### src/rtl/pllc_pkg.sv
package pllc_pkg;

    localparam int DIV_W = 3;

    // Control register image, LSB first: en, stby, ckout, idiv, pdiv, mult
    typedef struct packed {
        logic [DIV_W-1:0] mult;
        logic [DIV_W-1:0] pdiv;
        logic [DIV_W-1:0] idiv;
        logic             ckout;
        logic             stby;
        logic             en;
    } ctrl_t;

    localparam int CTRL_W = $bits(ctrl_t);

    // Power state code {stby, en}
    typedef enum logic [1:0] {
        PWR_OFF  = 2'b00,
        PWR_STBY = 2'b10,
        PWR_ON   = 2'b11
    } pwr_e;

    localparam ctrl_t CTRL_RST = '{mult: '0, pdiv: '0, idiv: '0,
                                   ckout: 1'b1, stby: 1'b0, en: 1'b0};

endpackage

### src/rtl/pllc_wr_check.sv
module pllc_wr_check
    import pllc_pkg::*;
#(
    parameter int MODE_W       = 3,
    parameter int MODE_PLL_MIN = 3
) (
    input  ctrl_t             cur_i,
    input  ctrl_t             req_i,
    input  logic [MODE_W-1:0] mode_i,
    input  logic              busy_i,
    output logic              accept_o,
    output logic              start_o
);

    logic [1:0] cur_code;
    logic [1:0] req_code;
    logic       code_ok;
    logic       field_ok;
    logic       ckout_ok;
    logic       pll_mode;
    logic       cur_on;
    logic       req_on;
    logic       keep_divs;
    logic       keep_mult;

    always_comb begin
        cur_code  = {cur_i.stby, cur_i.en};
        req_code  = {req_i.stby, req_i.en};
        pll_mode  = (mode_i >= MODE_W'(MODE_PLL_MIN));
        keep_divs = (req_i.idiv == cur_i.idiv) && (req_i.pdiv == cur_i.pdiv);
        keep_mult = (req_i.mult == cur_i.mult);

        code_ok = (req_code == PWR_OFF) || (req_code == PWR_STBY) || (req_code == PWR_ON);

        field_ok = 1'b1;
        if ((cur_code == PWR_OFF && req_code == PWR_STBY) ||
            (cur_code == PWR_STBY && req_code == PWR_OFF)) begin
            field_ok = keep_divs;
        end else if (cur_code == PWR_STBY && req_code == PWR_ON) begin
            field_ok = keep_mult;
        end

        ckout_ok = pll_mode || req_i.ckout;

        accept_o = !busy_i && code_ok && field_ok && ckout_ok;

        cur_on  = (cur_code == PWR_ON);
        req_on  = (req_code == PWR_ON);
        start_o = accept_o && ((cur_on != req_on) || (cur_on && req_on && !keep_mult));
    end

endmodule

### src/rtl/pllc_ovf_cnt.sv
module pllc_ovf_cnt #(
    parameter int          CNT_W       = 8,
    parameter int unsigned PRELOAD_RST = 32'hF0
) (
    input  logic             clk_i,
    input  logic             rst_ni,
    input  logic             pre_we_i,
    input  logic [CNT_W-1:0] pre_i,
    input  logic             start_i,
    output logic             run_o,
    output logic             ovf_now_o,
    output logic             pulse_o
);

    localparam logic [CNT_W-1:0] CNT_MAX = '1;
    localparam logic [CNT_W-1:0] PRE_RST = CNT_W'(PRELOAD_RST);

    typedef struct packed {
        logic [CNT_W-1:0] cnt;
        logic [CNT_W-1:0] pre;
        logic             run;
        logic             pulse;
    } cnt_st_t;

    cnt_st_t st_d, st_q;

    always_comb begin
        st_d       = st_q;
        st_d.pulse = 1'b0;
        if (pre_we_i) begin
            st_d.pre = pre_i;
        end
        if (st_q.run) begin
            if (st_q.cnt == CNT_MAX) begin
                st_d.run   = 1'b0;
                st_d.pulse = 1'b1;
            end else begin
                st_d.cnt = st_q.cnt + 1'b1;
            end
        end
        if (start_i) begin
            st_d.run = 1'b1;
            st_d.cnt = st_q.pre;
        end
    end

    always_ff @(posedge clk_i or negedge rst_ni) begin
        if (!rst_ni) begin
            st_q.cnt   <= '0;
            st_q.pre   <= PRE_RST;
            st_q.run   <= 1'b0;
            st_q.pulse <= 1'b0;
        end else begin
            st_q <= st_d;
        end
    end

    assign run_o     = st_q.run;
    assign ovf_now_o = st_q.run && (st_q.cnt == CNT_MAX);
    assign pulse_o   = st_q.pulse;

endmodule

### src/rtl/pllc_sleep_gate.sv
module pllc_sleep_gate #(
    parameter int MODE_W       = 3,
    parameter int MODE_PLL_MIN = 3
) (
    input  logic              clk_i,
    input  logic              rst_ni,
    input  logic              req_i,
    input  logic [MODE_W-1:0] mode_i,
    input  logic              pll_off_i,
    output logic              ack_o,
    output logic              nak_o
);

    typedef struct packed {
        logic ack;
        logic nak;
    } gate_st_t;

    gate_st_t st_d, st_q;
    logic     refuse;

    always_comb begin
        refuse   = (mode_i >= MODE_W'(MODE_PLL_MIN)) && !pll_off_i;
        st_d.ack = req_i && !refuse;
        st_d.nak = req_i && refuse;
    end

    always_ff @(posedge clk_i or negedge rst_ni) begin
        if (!rst_ni) begin
            st_q <= '0;
        end else begin
            st_q <= st_d;
        end
    end

    assign ack_o = st_q.ack;
    assign nak_o = st_q.nak;

endmodule

### src/rtl/pll_clk_ctrl.sv
module pll_clk_ctrl
    import pllc_pkg::*;
#(
    parameter int          CNT_W        = 8,
    parameter int unsigned PRELOAD_RST  = 32'hF0,
    parameter int          MODE_W       = 3,
    parameter int          MODE_PLL_MIN = 3
) (
    input  logic              clk_i,
    input  logic              rst_ni,
    input  logic              wr_en_i,
    input  logic              wr_addr_i,
    input  logic [CTRL_W-1:0] wr_data_i,
    input  logic [MODE_W-1:0] clk_mode_i,
    input  logic              sleep_req_i,
    output logic              pll_en_o,
    output logic              pll_stby_o,
    output logic              clk_sel_o,
    output logic              sw_pulse_o,
    output logic              busy_o,
    output logic              err_o,
    output logic              ckout_en_o,
    output logic              sleep_ack_o,
    output logic              sleep_nak_o,
    output logic [CTRL_W-1:0] rd_ctrl_o
);

    typedef struct packed {
        ctrl_t ctrl;
        logic  sel;
        logic  err;
    } top_st_t;

    top_st_t st_d, st_q;

    ctrl_t req;
    logic  ctrl_we;
    logic  pre_we;
    logic  wr_ok;
    logic  wr_start;
    logic  cnt_run;
    logic  ovf_now;
    logic  ovf_pulse;
    logic  pll_off;

    assign req     = ctrl_t'(wr_data_i);
    assign ctrl_we = wr_en_i && !wr_addr_i;
    assign pre_we  = wr_en_i && wr_addr_i;
    assign pll_off = !st_q.ctrl.en && !st_q.ctrl.stby;

    pllc_wr_check #(
        .MODE_W       (MODE_W),
        .MODE_PLL_MIN (MODE_PLL_MIN)
    ) i_wr_check (
        .cur_i    (st_q.ctrl),
        .req_i    (req),
        .mode_i   (clk_mode_i),
        .busy_i   (cnt_run),
        .accept_o (wr_ok),
        .start_o  (wr_start)
    );

    pllc_ovf_cnt #(
        .CNT_W       (CNT_W),
        .PRELOAD_RST (PRELOAD_RST)
    ) i_ovf_cnt (
        .clk_i     (clk_i),
        .rst_ni    (rst_ni),
        .pre_we_i  (pre_we),
        .pre_i     (wr_data_i[CNT_W-1:0]),
        .start_i   (ctrl_we && wr_start),
        .run_o     (cnt_run),
        .ovf_now_o (ovf_now),
        .pulse_o   (ovf_pulse)
    );

    pllc_sleep_gate #(
        .MODE_W       (MODE_W),
        .MODE_PLL_MIN (MODE_PLL_MIN)
    ) i_sleep_gate (
        .clk_i     (clk_i),
        .rst_ni    (rst_ni),
        .req_i     (sleep_req_i),
        .mode_i    (clk_mode_i),
        .pll_off_i (pll_off),
        .ack_o     (sleep_ack_o),
        .nak_o     (sleep_nak_o)
    );

    always_comb begin
        st_d = st_q;
        if (ctrl_we) begin
            if (wr_ok) begin
                st_d.ctrl = req;
            end else begin
                st_d.err = 1'b1;
            end
        end
        if (ovf_now) begin
            st_d.sel = st_q.ctrl.en && st_q.ctrl.stby;
        end
    end

    always_ff @(posedge clk_i or negedge rst_ni) begin
        if (!rst_ni) begin
            st_q.ctrl <= CTRL_RST;
            st_q.sel  <= 1'b0;
            st_q.err  <= 1'b0;
        end else begin
            st_q <= st_d;
        end
    end

    assign pll_en_o   = st_q.ctrl.en;
    assign pll_stby_o = st_q.ctrl.stby;
    assign clk_sel_o  = st_q.sel;
    assign sw_pulse_o = ovf_pulse;
    assign busy_o     = cnt_run;
    assign err_o      = st_q.err;
    assign rd_ctrl_o  = st_q.ctrl;
    assign ckout_en_o = (clk_mode_i < MODE_W'(MODE_PLL_MIN)) ? 1'b1 : st_q.ctrl.ckout;

endmodule

### config.mk
export PLATFORM = sky130hd
export DESIGN_NAME = pll_clk_ctrl
export DESIGN_NICKNAME = d
export VERILOG_FILES = /design/src/rtl/pllc_pkg.sv /design/src/rtl/pllc_wr_check.sv /design/src/rtl/pllc_ovf_cnt.sv /design/src/rtl/pllc_sleep_gate.sv /design/src/rtl/pll_clk_ctrl.sv
export SDC_FILE = /design/constraint.sdc
export NUM_CORES = 1
export LEC_CHECK = 0
export ABC_AREA = 1
export CAP_MARGIN = 5
export CORE_UTILIZATION = 45
export DETAILED_ROUTE_END_ITERATION = 10
export GPL_TIMING_DRIVEN = 0
export PLACE_DENSITY_LB_ADDON = 0.12
export RECOVER_POWER = 100
export SYNTH_ARGS = -nofsm -noshare
export SYNTH_HDL_FRONTEND = slang
export SYNTH_HIERARCHICAL = 1
export SYNTH_SLANG_ARGS = --single-unit
### constraint.sdc
create_clock -name clk_i -period 2.3 [get_ports clk_i]
set_clock_uncertainty 0.05 [all_clocks]
set_input_delay 0.23 -clock clk_i [delete_from_list [all_inputs] [get_ports clk_i]]
set_output_delay 0.23 -clock clk_i [all_outputs]
set_load 0.005 [all_outputs]
==> impl_metrics.tcl <==
set metrics [dict create \
    async_flop_share_pct 100 \
    grtUsageTotal_pct 21.5 \
    finalCriticalPeriod_ns 2.14 \
    finish.utilization_pct 61.1 \
    rrSetupSlack_ns 0.28 \
    num_antenna_cells 0 \
    crit_path_start_kind "primary input" \
    synth_cells 261 \
    first_global_vias 1522 \
    detail_route.first_pass.iterations 4 \
    hp-class "in2reg" \
    slew_violations 0 \
    io_buffers 40 \
    nets 332 \
    synthTopCellsByCount "94 x nand2_1, 37 x inv_1, 29 x dfrtp_1, 17 x nand3_1, 15 x nor2_1" \
    cts_tree "yes" \
    insertion_delay_ns 0.28 \
    ctsHtreeMaxLevel 2 \
    ir_drop_uv 315 \
    ys_types 26 \
    rsz0062_at_grt "no" \
    syn_nets 283 \
    postRouteWirelength_um 4270 \
    gr-total-overflow 0 \
    drt_iter0_drc 102 \
    tns_ns 0 \
    grt_max_degree 35 \
    layout_worst_path_cycle_share_pct 93.1 \
    initial_core_util_pct 47.6 \
    setup_ws_ns 0.158 \
    viasPerCell 4.79 \
    ys_seq_elements 34 \
    place_congestion 0.818 \
    drc 0 \
    cts-root-buf "clkbuf_8" \
    core_area_sq_um 4060 \
    grt-busiest-layer "met2" \
    drive_gt1_share_pct 11.6 \
    fmax_ghz 0.467 \
    yosysTopAreaCellShare_pct 37.6 \
    slew_headroom_pct 43.6 \
    reg2reg_depth 13 \
    finalSetupViolCount 0 \
    synth.most_common_cell "nand2_1" \
    synthToLayoutAreaGrowth_pct 28.4 \
    post-place-ws_ns -0.0978 \
    die_x_um 67.5 \
    clk_pin_slew_ns 0.07 \
    synth_top_cell_by_area "dfrtp_1" \
    slowest_stage "dlygate4sd3_1" \
    holdPathStages 3 \
    critical_path_required_ns 2.42 \
    grt_pass1_wl_um 7140 \
    critPathCaptureType "flop" \
    seq_area_frac_synth_pct 44.4 \
    ant_nets 0 \
    max_stage_delay_ns 0.64 \
    die_y_um 67.5 \
    use_met3_pct 5.07 \
    yosys_most_used_dff "dfrtp_1" \
    critPathMostFrequentCell "clkbuf_1" \
    hold_slack_ns 0.248 \
    use_met2_pct 33.7 \
    synthesis.area_sq_um 1930 \
    power_w 0.00164 \
    arrival_ns 2.27 \
    synthTopCellsByArea "dfrtp_1 38%, nand2_1 18%, inv_1 7.2%, dfstp_2 6.8%, nand3_1 4.4%" \
    via_count 1729 \
    grt_antenna_before_repair 0 \
    p_leak_nw 1.32 \
    synth-warning-count 6 \
    rows 23 \
    power_density_nw_per_um2 662 \
    hold_viol 0 \
    dieArea_sq_um 4560 \
    grtUsageMet1_pct 28.7 \
    numCtsBuffers 5 \
    synth_area_per_cell_sq_um 7.40 \
    clockBufferDepth 2 \
    wl_per_cell_um 11.8 \
    crit_fanout 10 \
    synth-edff-count 0 \
    cts.sinks 34 \
    critPathKind "in2reg" \
    outcome "complete, no violations" \
    cap_violations 0 \
    worst_pin_slew_ns 0.845 \
    num_io_pins 41 \
    dp_hpwl_um 3110 \
    crit_chain "dlygate4sd3_1, clkbuf_1, nand2_1, inv_1, clkbuf_1, mux2_2" \
]
==> final timing paths <==
check | startpoint | endpoint
hold / removal | wr_data_i[6] | rd_ctrl_o[6]
setup / recovery | wr_en_i | i_ovf_cnt/st_q[5]
setup reg to reg | pll_stby_o | i_ovf_cnt/st_q[12]
max in group asynchronous | rst_ni | rd_ctrl_o[11]
hold reg to reg | rd_ctrl_o[2] | rd_ctrl_o[2]
min in group asynchronous | rst_ni | i_ovf_cnt/st_q[14]
==> placed cells by master, fill, tap and decap left out, types with 3 or more instances in the layout <==
cell / n
nand2_1: 95
inv_1: 37
dfrtp_1: 29
dlygate4sd3_1: 21
nand3_1: 18
clkdlybuf4s50_1: 17
nor2_1: 16
nand4_1: 12
o21ai_0: 9
clkbuf_8: 6
mux2_2: 5
dfstp_2: 5
o21bai_1: 4
clkbuf_1: 4
a21oi_1: 4
buf_4: 3
inv_2: 3
==> report_power, final <==
group          switching (W)  leakage (nW)  internal [W]
Sequential         0.0000918         0.421      0.000704
Clock               0.000213        0.0482      0.000241
Combinational       0.000211         0.851      0.000182
Total               0.000516          1.32       0.00113
==> critical path, delay by kind of cell <==
family,cells,cell delay [ns]
AND/OR/NAND/NOR,1,0.13
multiplexers,1,0.38
buffers and inverters,4,1.52
==> routing by layer <==
| metal | wire, um | vias to the layer above | share of wire [%] |
|---|---|---|---|
| met5 | 0 | - | 0 |
| met2 | 2020 | 27 | 47 |
| met4 | 62 | 0 | 1.5 |
| met1 | 2060 | 787 | 48 |
| met3 | 118 | 5 | 2.8 |
| li1 | - | 910 | - |
==> area by class of cell <==
cell class              instances  area [sq um]
inverters                      41           155
repair buffers                 42           418
clock buffers                   7          86.3
clock inverters                 1          5.00
fillers                       382          1580
plain buffers                   9          51.3
well taps                      50          62.6
flip-flops and latches         34           857
multi-input cells             177           846
==> repair_timing <==
| action | in CTS | in global routing |
|---|---|---|
| setup endpoints to repair | 0 | 5 |
| setup buffers | 0 | 1 |
| hold buffers | 1 | 0 |
| endpoints found under the hold margin | 27 | 0 |
| gates resized for setup | 0 | 2 |
==> flip-flops by register name, indices dropped and copies added, names as in the netlist <==
signal / flops
i_ovf_cnt/st_q: 16
rd_ctrl_o: 10
clk_sel_o: 1
err_o: 1
i_ovf_cnt/pulse_o: 1
i_ovf_cnt/run_o: 1
i_sleep_gate/ack_o: 1
i_sleep_gate/nak_o: 1
pll_en_o: 1
pll_stby_o: 1
==> per-stage QoR <==
stage	std cells	cell area, sq um
floorplan	261	1930
global placement	351	2390
detailed placement	351	2390
CTS	360	2490
global route	361	2480
finish	361	2480
==> kinds of logic (layout without fill, tap and decap cells) <==
| family | Yosys count | after routing | synth area share [%] |
|---|---|---|---|
| adders and majority gates | 2 | 2 | 1.30 |
| xor gates and xnor gates | 1 | 1 | 0.453 |
| muxes | 5 | 5 | 2.91 |
| AOI/OAI and AO/OA | 21 | 21 | 6.28 |
| DFF | 34 | 34 | 44.4 |
| and+or+nand+nor | 148 | 148 | 33.4 |
| buffers and inverters | 50 | 100 | 11.3 |
No activity file was read; power rests on OpenSTA's default activity.
